File: src/rtl/xonxoff_pkg.sv
// Shared types and helpers for the in-band flow controller.
// Assumes an 8-bit character container; word length selects 5..8 low bits.
package xonxoff_pkg;

    localparam int CHAR_W = 8;

    localparam logic [1:0] MODE_OFF    = 2'b00;
    localparam logic [1:0] MODE_SINGLE = 2'b01;

    typedef struct packed {
        logic [CHAR_W-1:0] go1;
        logic [CHAR_W-1:0] go2;
        logic [CHAR_W-1:0] stop1;
        logic [CHAR_W-1:0] stop2;
    } ctrl_chars_t;

    // Mask of the bits that take part in a compare for a given word length.
    function automatic logic [CHAR_W-1:0] len_mask(input logic [1:0] wl);
        return {CHAR_W{1'b1}} >> (3'd3 - {1'b0, wl});
    endfunction

    // Masked equality of two characters.
    function automatic logic char_eq(input logic [CHAR_W-1:0] a,
                                     input logic [CHAR_W-1:0] b,
                                     input logic [1:0]        wl);
        return ((a ^ b) & len_mask(wl)) == '0;
    endfunction

endpackage

File: src/rtl/xonxoff_regs.sv
// Holds the four programmable control characters (resume-1, resume-2,
// pause-1, pause-2). Assumes a single write port; all entries reset to 0.
module xonxoff_regs
    import xonxoff_pkg::*;
#(
    parameter int N_REGS = 4
) (
    input  logic              clk,
    input  logic              rst_n,
    input  logic              cfg_we,
    input  logic [1:0]        cfg_sel,
    input  logic [CHAR_W-1:0] cfg_wdata,
    output ctrl_chars_t       chars
);

    logic [CHAR_W-1:0] regs_q [N_REGS];

    for (genvar gi = 0; gi < N_REGS; gi++) begin : g_reg
        // Purpose: load one control character on a matching write.
        always_ff @(posedge clk) begin
            if (!rst_n) begin
                regs_q[gi] <= '0;
            end else if (cfg_we && (cfg_sel == 2'(gi))) begin
                regs_q[gi] <= cfg_wdata;
            end
        end
    end

    assign chars.go1   = regs_q[0];
    assign chars.go2   = regs_q[1];
    assign chars.stop1 = regs_q[2];
    assign chars.stop2 = regs_q[3];

endmodule

File: src/rtl/xonxoff_rx_match.sv
// Receive-side matcher: compares incoming characters with the control
// characters in single or pair mode, drives the transmitter hold and the
// status flag, and forwards non-control characters to the FIFO write port.
// Assumes rx_valid never asserts in two consecutive cycles, which leaves a
// free cycle for the second write of a broken pair.
module xonxoff_rx_match
    import xonxoff_pkg::*;
(
    input  logic              clk,
    input  logic              rst_n,
    input  ctrl_chars_t       chars,
    input  logic [1:0]        rx_mode,
    input  logic              special_en,
    input  logic              flag_en,
    input  logic [1:0]        word_len,
    input  logic              rx_valid,
    input  logic [CHAR_W-1:0] rx_char,
    input  logic              flag_ack,
    output logic              fifo_we,
    output logic [CHAR_W-1:0] fifo_wdata,
    output logic              tx_suspend,
    output logic              ctrl_flag
);

    logic              hit_stop1, hit_stop2, hit_go1, hit_go2;
    logic              pend_q, pend_stop_q, pend_go_q;
    logic [CHAR_W-1:0] pend_char_q;
    logic              hold_q;
    logic [CHAR_W-1:0] hold_char_q;
    logic              we_q;
    logic [CHAR_W-1:0] wdata_q;
    logic              susp_q, flag_q;
    logic              pair_mode;

    assign pair_mode = rx_mode[1];

    // Purpose: masked compares of the current character with each register.
    always_comb begin
        hit_stop1 = char_eq(rx_char, chars.stop1, word_len);
        hit_stop2 = char_eq(rx_char, chars.stop2, word_len);
        hit_go1   = char_eq(rx_char, chars.go1,   word_len);
        hit_go2   = char_eq(rx_char, chars.go2,   word_len);
    end

    // Purpose: match state machine, FIFO write generation, hold and flag.
    always_ff @(posedge clk) begin
        if (!rst_n) begin
            pend_q      <= 1'b0;
            pend_stop_q <= 1'b0;
            pend_go_q   <= 1'b0;
            pend_char_q <= '0;
            hold_q      <= 1'b0;
            hold_char_q <= '0;
            we_q        <= 1'b0;
            wdata_q     <= '0;
            susp_q      <= 1'b0;
            flag_q      <= 1'b0;
        end else begin
            we_q <= 1'b0;
            if (hold_q) begin
                we_q    <= 1'b1;
                wdata_q <= hold_char_q;
                hold_q  <= 1'b0;
            end
            if (flag_ack) flag_q <= 1'b0;
            if (rx_mode == MODE_OFF) susp_q <= 1'b0;
            if (!pair_mode) pend_q <= 1'b0;

            if (rx_valid) begin
                if (rx_mode == MODE_OFF) begin
                    we_q    <= 1'b1;
                    wdata_q <= rx_char;
                    if (special_en && flag_en && hit_stop2) flag_q <= 1'b1;
                end else if (rx_mode == MODE_SINGLE) begin
                    if (hit_stop1) begin
                        susp_q <= 1'b1;
                        if (flag_en) flag_q <= 1'b1;
                    end else if (hit_go1) begin
                        susp_q <= 1'b0;
                        flag_q <= 1'b0;
                    end else begin
                        we_q    <= 1'b1;
                        wdata_q <= rx_char;
                    end
                end else if (!pend_q) begin
                    if (hit_stop1 || hit_go1) begin
                        pend_q      <= 1'b1;
                        pend_stop_q <= hit_stop1;
                        pend_go_q   <= hit_go1;
                        pend_char_q <= rx_char;
                    end else begin
                        we_q    <= 1'b1;
                        wdata_q <= rx_char;
                    end
                end else begin
                    pend_q <= 1'b0;
                    if (pend_stop_q && hit_stop2) begin
                        susp_q <= 1'b1;
                        if (flag_en) flag_q <= 1'b1;
                    end else if (pend_go_q && hit_go2) begin
                        susp_q <= 1'b0;
                        flag_q <= 1'b0;
                    end else begin
                        we_q        <= 1'b1;
                        wdata_q     <= pend_char_q;
                        hold_q      <= 1'b1;
                        hold_char_q <= rx_char;
                    end
                end
            end
        end
    end

    assign fifo_we    = we_q;
    assign fifo_wdata = wdata_q;
    assign tx_suspend = susp_q;
    assign ctrl_flag  = flag_q;

    AST_RX_SPACED: assert property (@(posedge clk) disable iff (!rst_n)
        rx_valid |=> !rx_valid);

    AST_PAUSE_NOT_STORED: assert property (@(posedge clk) disable iff (!rst_n)
        (rx_valid && rx_mode == MODE_SINGLE && hit_stop1) |=> (!fifo_we && tx_suspend));

    AST_RESUME_NOT_STORED: assert property (@(posedge clk) disable iff (!rst_n)
        (rx_valid && rx_mode == MODE_SINGLE && !hit_stop1 && hit_go1) |=> (!fifo_we && !tx_suspend));

    AST_SPECIAL_STORES: assert property (@(posedge clk) disable iff (!rst_n)
        (rx_valid && rx_mode == MODE_OFF) |=> (fifo_we && fifo_wdata == $past(rx_char)));

    AST_FLAG_ACK_CLEARS: assert property (@(posedge clk) disable iff (!rst_n)
        (flag_ack && !rx_valid) |=> !ctrl_flag);

endmodule

File: src/rtl/xonxoff_tx_req.sv
// Transmit-side requester: compares the receive FIFO level with the chosen
// threshold and asks the transmitter to insert pause or resume characters,
// once per crossing. Assumes the transmitter takes ins_char in any cycle
// where ins_req and tx_boundary are both high.
module xonxoff_tx_req
    import xonxoff_pkg::*;
#(
    parameter int LVL_W  = 5,
    parameter int TRIG_0 = 1,
    parameter int TRIG_1 = 4,
    parameter int TRIG_2 = 8,
    parameter int TRIG_3 = 14
) (
    input  logic              clk,
    input  logic              rst_n,
    input  ctrl_chars_t       chars,
    input  logic              tx_fc_en,
    input  logic              pair_mode,
    input  logic [LVL_W-1:0]  rx_level,
    input  logic [1:0]        trig_sel,
    input  logic              tx_boundary,
    output logic              ins_req,
    output logic [CHAR_W-1:0] ins_char
);

    logic [LVL_W-1:0] trig;
    logic [1:0]       left_q;
    logic             idx_q;
    logic             send_stop_q;
    logic             remote_off_q;
    logic [1:0]       seq_len;

    // Purpose: threshold chosen by the select field.
    always_comb begin
        unique case (trig_sel)
            2'd0:    trig = LVL_W'(TRIG_0);
            2'd1:    trig = LVL_W'(TRIG_1);
            2'd2:    trig = LVL_W'(TRIG_2);
            default: trig = LVL_W'(TRIG_3);
        endcase
        seq_len = pair_mode ? 2'd2 : 2'd1;
    end

    // Purpose: start a sequence on a crossing and step it at each boundary.
    always_ff @(posedge clk) begin
        if (!rst_n) begin
            left_q       <= 2'd0;
            idx_q        <= 1'b0;
            send_stop_q  <= 1'b0;
            remote_off_q <= 1'b0;
        end else if (!tx_fc_en) begin
            left_q       <= 2'd0;
            remote_off_q <= 1'b0;
        end else if (left_q != 2'd0) begin
            if (tx_boundary) begin
                left_q <= left_q - 2'd1;
                idx_q  <= 1'b1;
            end
        end else if (!remote_off_q && (rx_level > trig)) begin
            left_q       <= seq_len;
            idx_q        <= 1'b0;
            send_stop_q  <= 1'b1;
            remote_off_q <= 1'b1;
        end else if (remote_off_q && (rx_level < trig)) begin
            left_q       <= seq_len;
            idx_q        <= 1'b0;
            send_stop_q  <= 1'b0;
            remote_off_q <= 1'b0;
        end
    end

    assign ins_req  = (left_q != 2'd0);
    assign ins_char = idx_q ? (send_stop_q ? chars.stop2 : chars.go2)
                            : (send_stop_q ? chars.stop1 : chars.go1);

    AST_REQ_HELD: assert property (@(posedge clk) disable iff (!rst_n)
        (ins_req && !tx_boundary && tx_fc_en) |=> (ins_req && $stable(ins_char)));

    AST_NO_REQ_DISABLED: assert property (@(posedge clk) disable iff (!rst_n)
        !tx_fc_en |=> !ins_req);

    AST_START_ON_CROSSING: assert property (@(posedge clk) disable iff (!rst_n)
        $rose(ins_req) |-> ($past(rx_level) != $past(trig)));

endmodule

File: src/rtl/xonxoff_flow_ctrl.sv
// Top of the in-band flow controller for one channel: register bank,
// receive matcher and outgoing request generator.
// Assumes rx_valid is at least one idle cycle apart and rx_level never
// exceeds FIFO_DEPTH.
module xonxoff_flow_ctrl
    import xonxoff_pkg::*;
#(
    parameter int FIFO_DEPTH = 16,
    parameter int TRIG_0     = 1,
    parameter int TRIG_1     = 4,
    parameter int TRIG_2     = 8,
    parameter int TRIG_3     = 14,
    localparam int LVL_W     = $clog2(FIFO_DEPTH + 1)
) (
    input  logic              clk,
    input  logic              rst_n,
    input  logic              cfg_we,
    input  logic [1:0]        cfg_sel,
    input  logic [7:0]        cfg_wdata,
    input  logic [1:0]        rx_mode,
    input  logic              special_en,
    input  logic              tx_fc_en,
    input  logic              flag_en,
    input  logic [1:0]        word_len,
    input  logic              rx_valid,
    input  logic [7:0]        rx_char,
    input  logic              flag_ack,
    input  logic [LVL_W-1:0]  rx_level,
    input  logic [1:0]        trig_sel,
    input  logic              tx_boundary,
    output logic              fifo_we,
    output logic [7:0]        fifo_wdata,
    output logic              tx_suspend,
    output logic              ins_req,
    output logic [7:0]        ins_char,
    output logic              ctrl_flag
);

    ctrl_chars_t chars;

    xonxoff_regs #(.N_REGS(4)) u_regs (
        .clk       (clk),
        .rst_n     (rst_n),
        .cfg_we    (cfg_we),
        .cfg_sel   (cfg_sel),
        .cfg_wdata (cfg_wdata),
        .chars     (chars)
    );

    xonxoff_rx_match u_rx (
        .clk        (clk),
        .rst_n      (rst_n),
        .chars      (chars),
        .rx_mode    (rx_mode),
        .special_en (special_en),
        .flag_en    (flag_en),
        .word_len   (word_len),
        .rx_valid   (rx_valid),
        .rx_char    (rx_char),
        .flag_ack   (flag_ack),
        .fifo_we    (fifo_we),
        .fifo_wdata (fifo_wdata),
        .tx_suspend (tx_suspend),
        .ctrl_flag  (ctrl_flag)
    );

    xonxoff_tx_req #(
        .LVL_W  (LVL_W),
        .TRIG_0 (TRIG_0),
        .TRIG_1 (TRIG_1),
        .TRIG_2 (TRIG_2),
        .TRIG_3 (TRIG_3)
    ) u_tx (
        .clk         (clk),
        .rst_n       (rst_n),
        .chars       (chars),
        .tx_fc_en    (tx_fc_en),
        .pair_mode   (rx_mode[1]),
        .rx_level    (rx_level),
        .trig_sel    (trig_sel),
        .tx_boundary (tx_boundary),
        .ins_req     (ins_req),
        .ins_char    (ins_char)
    );

    AST_RESET_IDLE: assert property (@(posedge clk)
        $past(!rst_n) |-> (!fifo_we && !tx_suspend && !ins_req && !ctrl_flag));

endmodule

File: config.mk
export PLATFORM = sky130hd
export DESIGN_NAME = xonxoff_flow_ctrl
export DESIGN_NICKNAME = d
export VERILOG_FILES = /design/src/rtl/xonxoff_pkg.sv /design/src/rtl/xonxoff_regs.sv /design/src/rtl/xonxoff_rx_match.sv /design/src/rtl/xonxoff_tx_req.sv /design/src/rtl/xonxoff_flow_ctrl.sv
export SDC_FILE = /design/constraint.sdc
export NUM_CORES = 1
export LEC_CHECK = 0
export BUFFER_PORTS_ARGS = -buffer_cell sky130_fd_sc_hd__buf_4
export CORE_AREA = 8 8 110 92
export CTS_BUF_LIST = sky130_fd_sc_hd__clkbuf_4 sky130_fd_sc_hd__clkbuf_8
export CTS_CLUSTER_DIAMETER = 50
export CTS_CLUSTER_SIZE = 24
export DETAILED_ROUTE_END_ITERATION = 16
export DIE_AREA = 0 0 118 100
export GPL_ROUTABILITY_DRIVEN = 0
export GPL_TIMING_DRIVEN = 0
export PLACE_DENSITY = 0.75
export SKIP_CTS_REPAIR_TIMING = 1
export SLEW_MARGIN = 20
export SYNTH_ARGS = -nofsm -noshare
export SYNTH_HDL_FRONTEND = slang
export SYNTH_HIERARCHICAL = 1
export SYNTH_SLANG_ARGS = --single-unit
File: constraint.sdc
create_clock -name clk -period 5.2 [get_ports clk]
set_input_delay 1.04 -clock clk [delete_from_list [all_inputs] [get_ports clk]]
set_output_delay 1.04 -clock clk [all_outputs]
set_load 0.02 [all_outputs]
==> results of run 1 <==
stage by stage:
stage               instances  utilization  cell area [sq um]  power (mW)
global route              565        0.571               4740        1.33
floorplan                 389            -               4040       0.766
detailed placement        549        0.548               4540       0.853
finish                    565        0.571               4740        1.27
CTS                       565        0.571               4740        1.29
global placement          549        0.548               4540       0.845
area by class of cell:
type                       instances  area [sq um]
clock inverter                     5          51.3
buffer                            26           148
inverter                           9          33.8
fill                             715          3560
sequential                        68          1680
timing repair buffer              48           360
clock buffer                      11           145
tap                              112           140
multi-input combinational        286          2180
Yosys cell counts (2+ instances only):
library cell | count | area [sq um]
dfxtp_1 | 36 | 721
nand2_1 | 30 | 113
a211oi_2 | 5 | 62.6
xnor2_1 | 31 | 272
nand2b_1 | 3 | 18.8
a31oi_1 | 13 | 81.3
buf_6 | 2 | 22.5
buf_2 | 7 | 35.0
or2_1 | 3 | 18.8
and2_1 | 35 | 219
o211ai_1 | 19 | 143
a21oi_1 | 5 | 25.0
and4b_4 | 2 | 27.5
o21ai_0 | 12 | 60.1
mux2_2 | 9 | 101
nor2b_1 | 18 | 113
inv_1 | 8 | 30.0
o21ai_1 | 4 | 20.0
nor2_1 | 15 | 56.3
edfxtp_1 | 32 | 961
clkbuf_1 | 11 | 41.3
mux2_1 | 7 | 78.8
buf_4 | 4 | 30.0
mux4_2 | 8 | 180
mux2i_1 | 18 | 180
a21boi_1 | 2 | 15.0
nand3_1 | 8 | 40.0
nand4_1 | 2 | 12.5
ha_1 | 4 | 50.1
or3_1 | 15 | 93.8
kinds of logic after synthesis:
logic type / Yosys count / share of synthesized area
AOI/OAI and AO/OA: 70 / 0.125
xor gates and xnor gates: 32 / 0.0712
adders and majority gates: 4 / 0.0124
buffers and inverters: 35 / 0.0449
DFF: 68 / 0.416
muxes: 43 / 0.137
and+or+nand+nor: 137 / 0.193
registers in the layout, summed over array words and instances, names as in the netlist:
signal / cells
u_regs/regs_q: 32
u_rx/ctrl_flag: 1
u_rx/fifo_wdata: 8
u_rx/fifo_we: 1
u_rx/hold_char_q: 8
u_rx/hold_q: 1
u_rx/pend_char_q: 8
u_rx/pend_go_q: 1
u_rx/pend_q: 1
u_rx/pend_stop_q: 1
u_rx/tx_suspend: 1
u_tx/idx_q: 1
u_tx/left_q: 2
u_tx/remote_off_q: 1
u_tx/send_stop_q: 1
cell usage in the layout (no fill, tap or decap), drive strengths merged, types with 4 or more instances in the layout:
cell type / n
nor2b: 18
mux2: 17
or3: 15
mux4: 8
a31oi: 13
dfxtp: 36
a21oi: 6
inv: 10
mux2i: 18
a211oi: 6
o21ai: 16
xnor2: 32
o211ai: 19
nor2: 17
nand3: 8
edfxtp: 32
ha: 4
clkbuf: 22
buf: 63
nand2: 30
and2: 35
routing by layer:
metal / up-vias / GRT usage / part of all wire
met3: 20 / 0.0483 / 0.065
met2: 116 / 0.293 / 0.51
met4: 0 / 0.0697 / 0.018
met5: - / 0 / 0
met1: 1473 / 0.184 / 0.41
li1: 1517 / - / -
critical path, cell delays in order, from the launching register on:
cell	delay (ns)
dfxtp_1	0.30
buf_2	0.28
mux4_2	0.57
buf_4	0.18
worst min path at each step:
| stage | endpoint | slack [ns] |
|---|---|---|
| final | u_rx/pend_stop_q | 0.46 |
| after floorplan | u_rx/pend_go_q | 0.44 |
| after CTS | u_rx/pend_stop_q | 0.47 |
| after global placement | u_rx/pend_go_q | 0.45 |
| after detailed placement | u_rx/pend_stop_q | 0.45 |
| after global routing | u_rx/pend_stop_q | 0.48 |
power by group:
part | total (mW) | internal, mW | switching [mW]
combinational | 0.233 | 0.109 | 0.123
clock | 0.434 | 0.238 | 0.196
sequential | 0.608 | 0.589 | 0.0191
total | 1.27 | 0.936 | 0.339
==> reports/qor.csv, run 1 <==
stage,metric,value,unit
run_status,status,"finished, final reports clean",
routing,remaining_drc_errors,0,
timing,worst_slack,2.49,ns
grt,grt_pass1_vias,3230,
worst_setup_path,r2r-start,u_regs/regs_q[2][1],
timing,max_slew_margin,0.449,
timing,hold-worst-slack,0.464,ns
power_and_ir_drop,ir_worst_vdd,219,uV
worst_setup_path,worst_setup_path_end_kind,output port,
timing,fmax,369,MHz
floorplanning,io_pins,58,
grt,antenna_found_initial,0,
worst_setup_path,worstPathRequired,4.16,ns
floorplanning,row_count,30,
worst_setup_path,crit_type,reg2out,
timing,rsz0062_at_grt,no,
timing,finalClockSkew,0.00741,ns
clock_tree,cts_tree,yes,
routing,wire_per_inst,17.4,um
worst_setup_path,arrival,1.67,ns
clock_tree,htreeDepth,3,
clock_tree,path_clk_slew,0.07,ns
clock_tree,cts_root_buf,clkbuf_8,
logic_synthesis,syn_area_per_cell,10.4,sq um
layout,drive_gt1_frac,0.249,
timing,finalSetupViolations,0,
worst_setup_path,cp-endpoint,ins_char[3],
logic_synthesis,synth_cells,389,
clock_tree,cts.sinks,68,
timing,worst-slew-pin-transition,0.821,ns
place,pre_cts_slack,2.22,ns
timing,period_needed,2.71,ns
routing,dr_total_vias,3126,
timing,layout_worst_path_cycle_share,0.522,
timing,slew_violations,0,
layout,nets,490,
place,post-dp-hpwl,7480,um
floorplanning,die_y,100,um
floorplanning,start_util,0.487,
min_path,hold_class,reg2reg,
timing,fin_setup_tns,0,ns
routing,ant_nets,0,
worst_setup_path,r2r_end,u_rx/fifo_wdata[2],
clock_tree,clock_latency,0.34,ns
logic_synthesis,yosysWarnings,6,
worst_setup_path,reg2reg_depth,8,
routing,dr.pass1.iters,5,
floorplanning,die_w,118,um
logic_synthesis,ys_async_sr_fraction,0,
grt,groute.usage.overall,0.166,
clock_tree,numCtsBuffers,9,
clock_tree,clockBufferDepth,2,
logic_synthesis,synth_seq_cells,68,
timing,hold_viol,0,
worst_setup_path,rrSetupSlack,3.01,ns
logic_synthesis,synth_nets,431,
grt,grt_start_max_net_pins,18,
routing,routed_wl,9840,um
min_path,holdCritStartpoint,u_rx/pend_stop_q,
min_path,min_path_cells,2,
grt,grt_pass1_wl,15700,um
logic_synthesis,dominantRegCellSynth,dfxtp_1,
floorplanning,core-area,8300,sq um
worst_setup_path,worstPathMaxFanout,9,
grt,overflow,0,
power_and_ir_drop,p_leak,1.68,nW
layout,area_delta_synth_final,17.2,%
logic_synthesis,synth_area,4040,sq um
floorplanning,dieArea,11800,sq um
logic_synthesis,synth_cell_types,51,
power_and_ir_drop,cellPowerDensity,269,nW/um^2
layout,diodes,0,
routing,viasPerCell,5.53,
logic_synthesis,synth_seq_area_share,0.416,
routing,drt-initial-drc-count,164,
place,port_buffers,48,
worst_setup_path,setup.worst_path.start_class,flip-flop,
worst_setup_path,startpoint,u_tx/send_stop_q,
logic_synthesis,synth_edf_count,32,
job,max_cap_violations,0,
Power figures use the tool's default switching activity.
==> run 2: changes to the inputs <==
Settings changed: ABC_AREA set to 1, CORE_AREA 8 8 110 92 to 8 8 111 93, DIE_AREA 0 0 118 100 to 0 0 119 101, PLACE_DENSITY 0.75 to 0.78.
Clock period 5.2 ns to 2.3 ns, I/O delays scaled along.
==> reports/qor.csv, run 2 <==
stage,metric,value,unit,change
run_status,status,"finished, final reports clean",,
routing,dr_total_vias,4036,,+29%
place,placed_area,4670,sq um,+2.8%
clock_tree,cts_root_buf,clkbuf_8,,
clock_tree,cts_tree,yes,,
routing,met1_length,5080,um,+26%
floorplanning,start_util,0.480,,-0.00736
timing,slew_violations,0,,unchanged
power_and_ir_drop,p_leak,2.18,nW,+30%
grt,overflow,0,,unchanged
layout,largest_reg_flops,32,,unchanged
power_and_ir_drop,ir_worst_vdd,320,uV,+46%
routing,drt-initial-drc-count,384,,+130%
floorplanning,core-area,8650,sq um,+4.3%
logic_synthesis,synth_cells,559,,+44%
worst_setup_path,arrival,1.68,ns,about the same
grt,groute.usage.overall,0.192,,+0.0264
timing,fin_setup_tns,0,ns,unchanged
logic_synthesis,synth_commonest_cells,"125 x nand2_1, 82 x nor2_1, 53 x nand3_1",,
logic_synthesis,synth_top_area_share,0.231,,-0.00623
logic_synthesis,synth_top_cell_by_area,edfxtp_1,,
routing,ant_nets,0,,unchanged
worst_setup_path,r2r-start,u_regs/regs_q[0][4],,
clock_tree,path_clk_slew,0.07,ns,about the same
timing,finalSetupViolations,0,,unchanged
timing,rsz0062_at_grt,no,,
logic_synthesis,synth_edf_count,32,,unchanged
layout,drive_gt1_frac,0.202,,-0.0475
worst_setup_path,crit_slowest_cell,dfxtp_1,,
floorplanning,die_w,119,um,+0.85%
place,port_buffers,50,,+4.2%
timing,hold-worst-slack,0.401,ns,-0.0630 ns
worst_setup_path,worstPathRequired,1.84,ns,-2.32 ns
grt,grt_pass1_wl,18700,um,+19%
worst_setup_path,cp-endpoint,ins_char[6],,
routing,viasPerCell,5.46,,-1.3%
clock_tree,numCtsBuffers,9,,unchanged
routing,remaining_drc_errors,0,,unchanged
logic_synthesis,synth_nets,601,,+39%
layout,fin_area,4860,sq um,+2.5%
min_path,hold_class,in2reg,,
worst_setup_path,startpoint,u_tx/send_stop_q,,
timing,finalClockSkew,0.0117,ns,+0.00426 ns
routing,met2_length,5170,um,+3.6%
worst_setup_path,path_cells,buf_2 > o21ai_0 > o22ai_1 > buf_4,,
timing,worst-slew-pin-transition,0.693,ns,-0.127 ns
logic_synthesis,syn_area_per_cell,7.43,sq um,-29%
logic_synthesis,yosysWarnings,6,,unchanged
logic_synthesis,synth_area,4150,sq um,+2.7%
clock_tree,clockBufferDepth,2,,unchanged
routing,dr.pass1.iters,6,,+1
place,post-dp-hpwl,8580,um,+15%
layout,final_common_cell,nand2_1,,
clock_tree,clock_latency,0.34,ns,about the same
timing,period_needed,2.14,ns,
logic_synthesis,dominantRegCellSynth,dfxtp_1,,
worst_setup_path,worstPathMaxFanout,10,,+1
worst_setup_path,setup.worst_path.start_class,flip-flop,,
power_and_ir_drop,pwr-share-seq,0.475,,-0.002
routing,routed.top_layer,met4,,
routing,routed_wl,11300,um,+15%
worst_setup_path,crit_type,reg2out,,
grt,grt_start_max_net_pins,13,,-5
layout,most-common-layout-cells,"125 x nand2_1, 82 x nor2_1, 57 x buf_4",,
logic_synthesis,synth_cell_types,37,,-27%
logic_synthesis,synth_seq_cells,68,,unchanged
worst_setup_path,r2r_end,u_rx/pend_char_q[7],,
floorplanning,row_count,31,,+3.3%
layout,largest_register,u_regs/regs_q,,
power_and_ir_drop,cellPowerDensity,599,nW/um^2,+120%
power_and_ir_drop,total_power,2.91,mW,+130%
logic_synthesis,synth_most_common_cell,nand2_1,,
floorplanning,io_pins,58,,unchanged
grt,antenna_found_initial,0,,unchanged
timing,max_slew_margin,0.536,,+0.0869
routing,met3_length,823,um,+28%
power_and_ir_drop,internal-power,2.05,mW,+120%
power_and_ir_drop,pwr-share-comb,0.197,,+0.015
layout,diodes,0,,unchanged
worst_setup_path,reg2reg_depth,9,,+1
worst_setup_path,critPathTopFamily,flip-flops,,
logic_synthesis,ys_async_sr_fraction,0,,unchanged
timing,hold_viol,0,,unchanged
job,max_cap_violations,0,,unchanged
grt,grt_pass1_vias,4032,,+25%
layout,area_delta_synth_final,17.0,%,
floorplanning,die_y,101,um,+1.0%
worst_setup_path,crit_buf_inv,2,,unchanged
layout,nets,661,,+35%
power_and_ir_drop,p_clk_frac,0.329,,-0.011
clock_tree,cts.sinks,68,,unchanged
timing,layout_worst_path_cycle_share,0.932,,
timing,fmax,467,MHz,
clock_tree,htreeDepth,3,,unchanged
worst_setup_path,rrSetupSlack,0.23,ns,-2.78 ns
routing,wire_per_inst,15.3,um,-12%
power_and_ir_drop,p_switching,0.862,mW,+150%
worst_setup_path,worst_setup_path_end_kind,output port,,
worst_setup_path,cp_slowest_stage_delay,0.52,ns,-0.05 ns
worst_setup_path,crit_cells,4,,+1
power_and_ir_drop,switching_share,0.296,,+0.0303
floorplanning,dieArea,12000,sq um,+1.9%
logic_synthesis,synth_area_leaders,"edfxtp_1 23%, dfxtp_1 17%, nand2_1 11%",,
logic_synthesis,synth_seq_area_share,0.405,,-0.0109
-- run 2: cell count changes after synthesis, moves of 18 or more --
| cell | delta |
|---|---|
| a21oi_1 | +29 |
| and2_1 | -35 |
| inv_1 | +43 |
| mux2i_1 | -18 |
| nand2_1 | +95 |
| nand3_1 | +45 |
| nor2_1 | +67 |
| nor2b_1 | -18 |
| o211ai_1 | -18 |
| o21ai_1 | +18 |
-- run 2: power groups by stage --
stage	Sequential, mW	Combinational, mW	Clock [mW]
floorplan	1.40	0.355	0
global placement	1.40	0.553	0
detailed placement	1.41	0.569	0
CTS	1.38	0.572	0.977
global route	1.39	0.631	1.02
finish	1.38	0.573	0.956
-- run 2: how the worst min path moves through the flow --
stage                        start             endpoint  cells after the start  slack (ns)
2_1_floorplan  u_rx/hold_char_q[0]  u_rx/hold_char_q[0]                      2        0.43
3_3_place_gp   u_rx/hold_char_q[0]  u_rx/hold_char_q[0]                      2        0.44
3_5_place_dp   u_rx/hold_char_q[0]  u_rx/hold_char_q[0]                      2        0.45
4_1_cts                   rx_valid       u_rx/ctrl_flag                      3        0.38
5_1_grt                   rx_valid       u_rx/ctrl_flag                      3        0.43
6_report                  rx_valid       u_rx/ctrl_flag                      3        0.40
-- run 2: per-layer routing --
| layer | vias to the layer above | global-route usage |
|---|---|---|
| li1 | 1956 | - |
| met1 | 1871 | 0.236 |
| met2 | 181 | 0.307 |
| met3 | 28 | 0.0588 |
| met4 | 0 | 0.0815 |
| met5 | - | 0 |
-- run 2: worst register-to-register path: cells and delay by family, from the launching register on --
kind                   cells  cell delay [ns]
AND/OR/NAND/NOR            4             0.82
flip-flops                 1             0.42
buffers and inverters      2             0.35
AO/OA/AOI/OAI              2             0.20
XOR/XNOR                   1             0.16
-- run 2: cell type report --
type                            instances  area (sq um)
Buffer                                 22           135
Clock buffer                            9           124
Clock inverter                          7          66.3
Fill cell                             814          3790
Inverter                               60           226
Multi-Input combinational cell        408          2100
Sequential cell                        68          1680
Tap cell                              115           144
Timing Repair Buffer                   50           375
-- run 2: through the flow --
step	worst slack, ns	std cells	util
floorplan	0.552	559	-
global placement	0.130	724	0.540
detailed placement	0.0880	724	0.540
CTS	0.160	740	0.562
global route	0.0895	739	0.562
finish	0.157	739	0.562
-- run 2: kinds of logic after synthesis --
group,share of synthesized area
AOI/OAI and AO/OA,0.126
xor gates and xnor gates,0.0338
adders and majority gates,0.0121
buffers and inverters,0.0880
DFF,0.405
muxes,0.0190
and+or+nand+nor,0.316
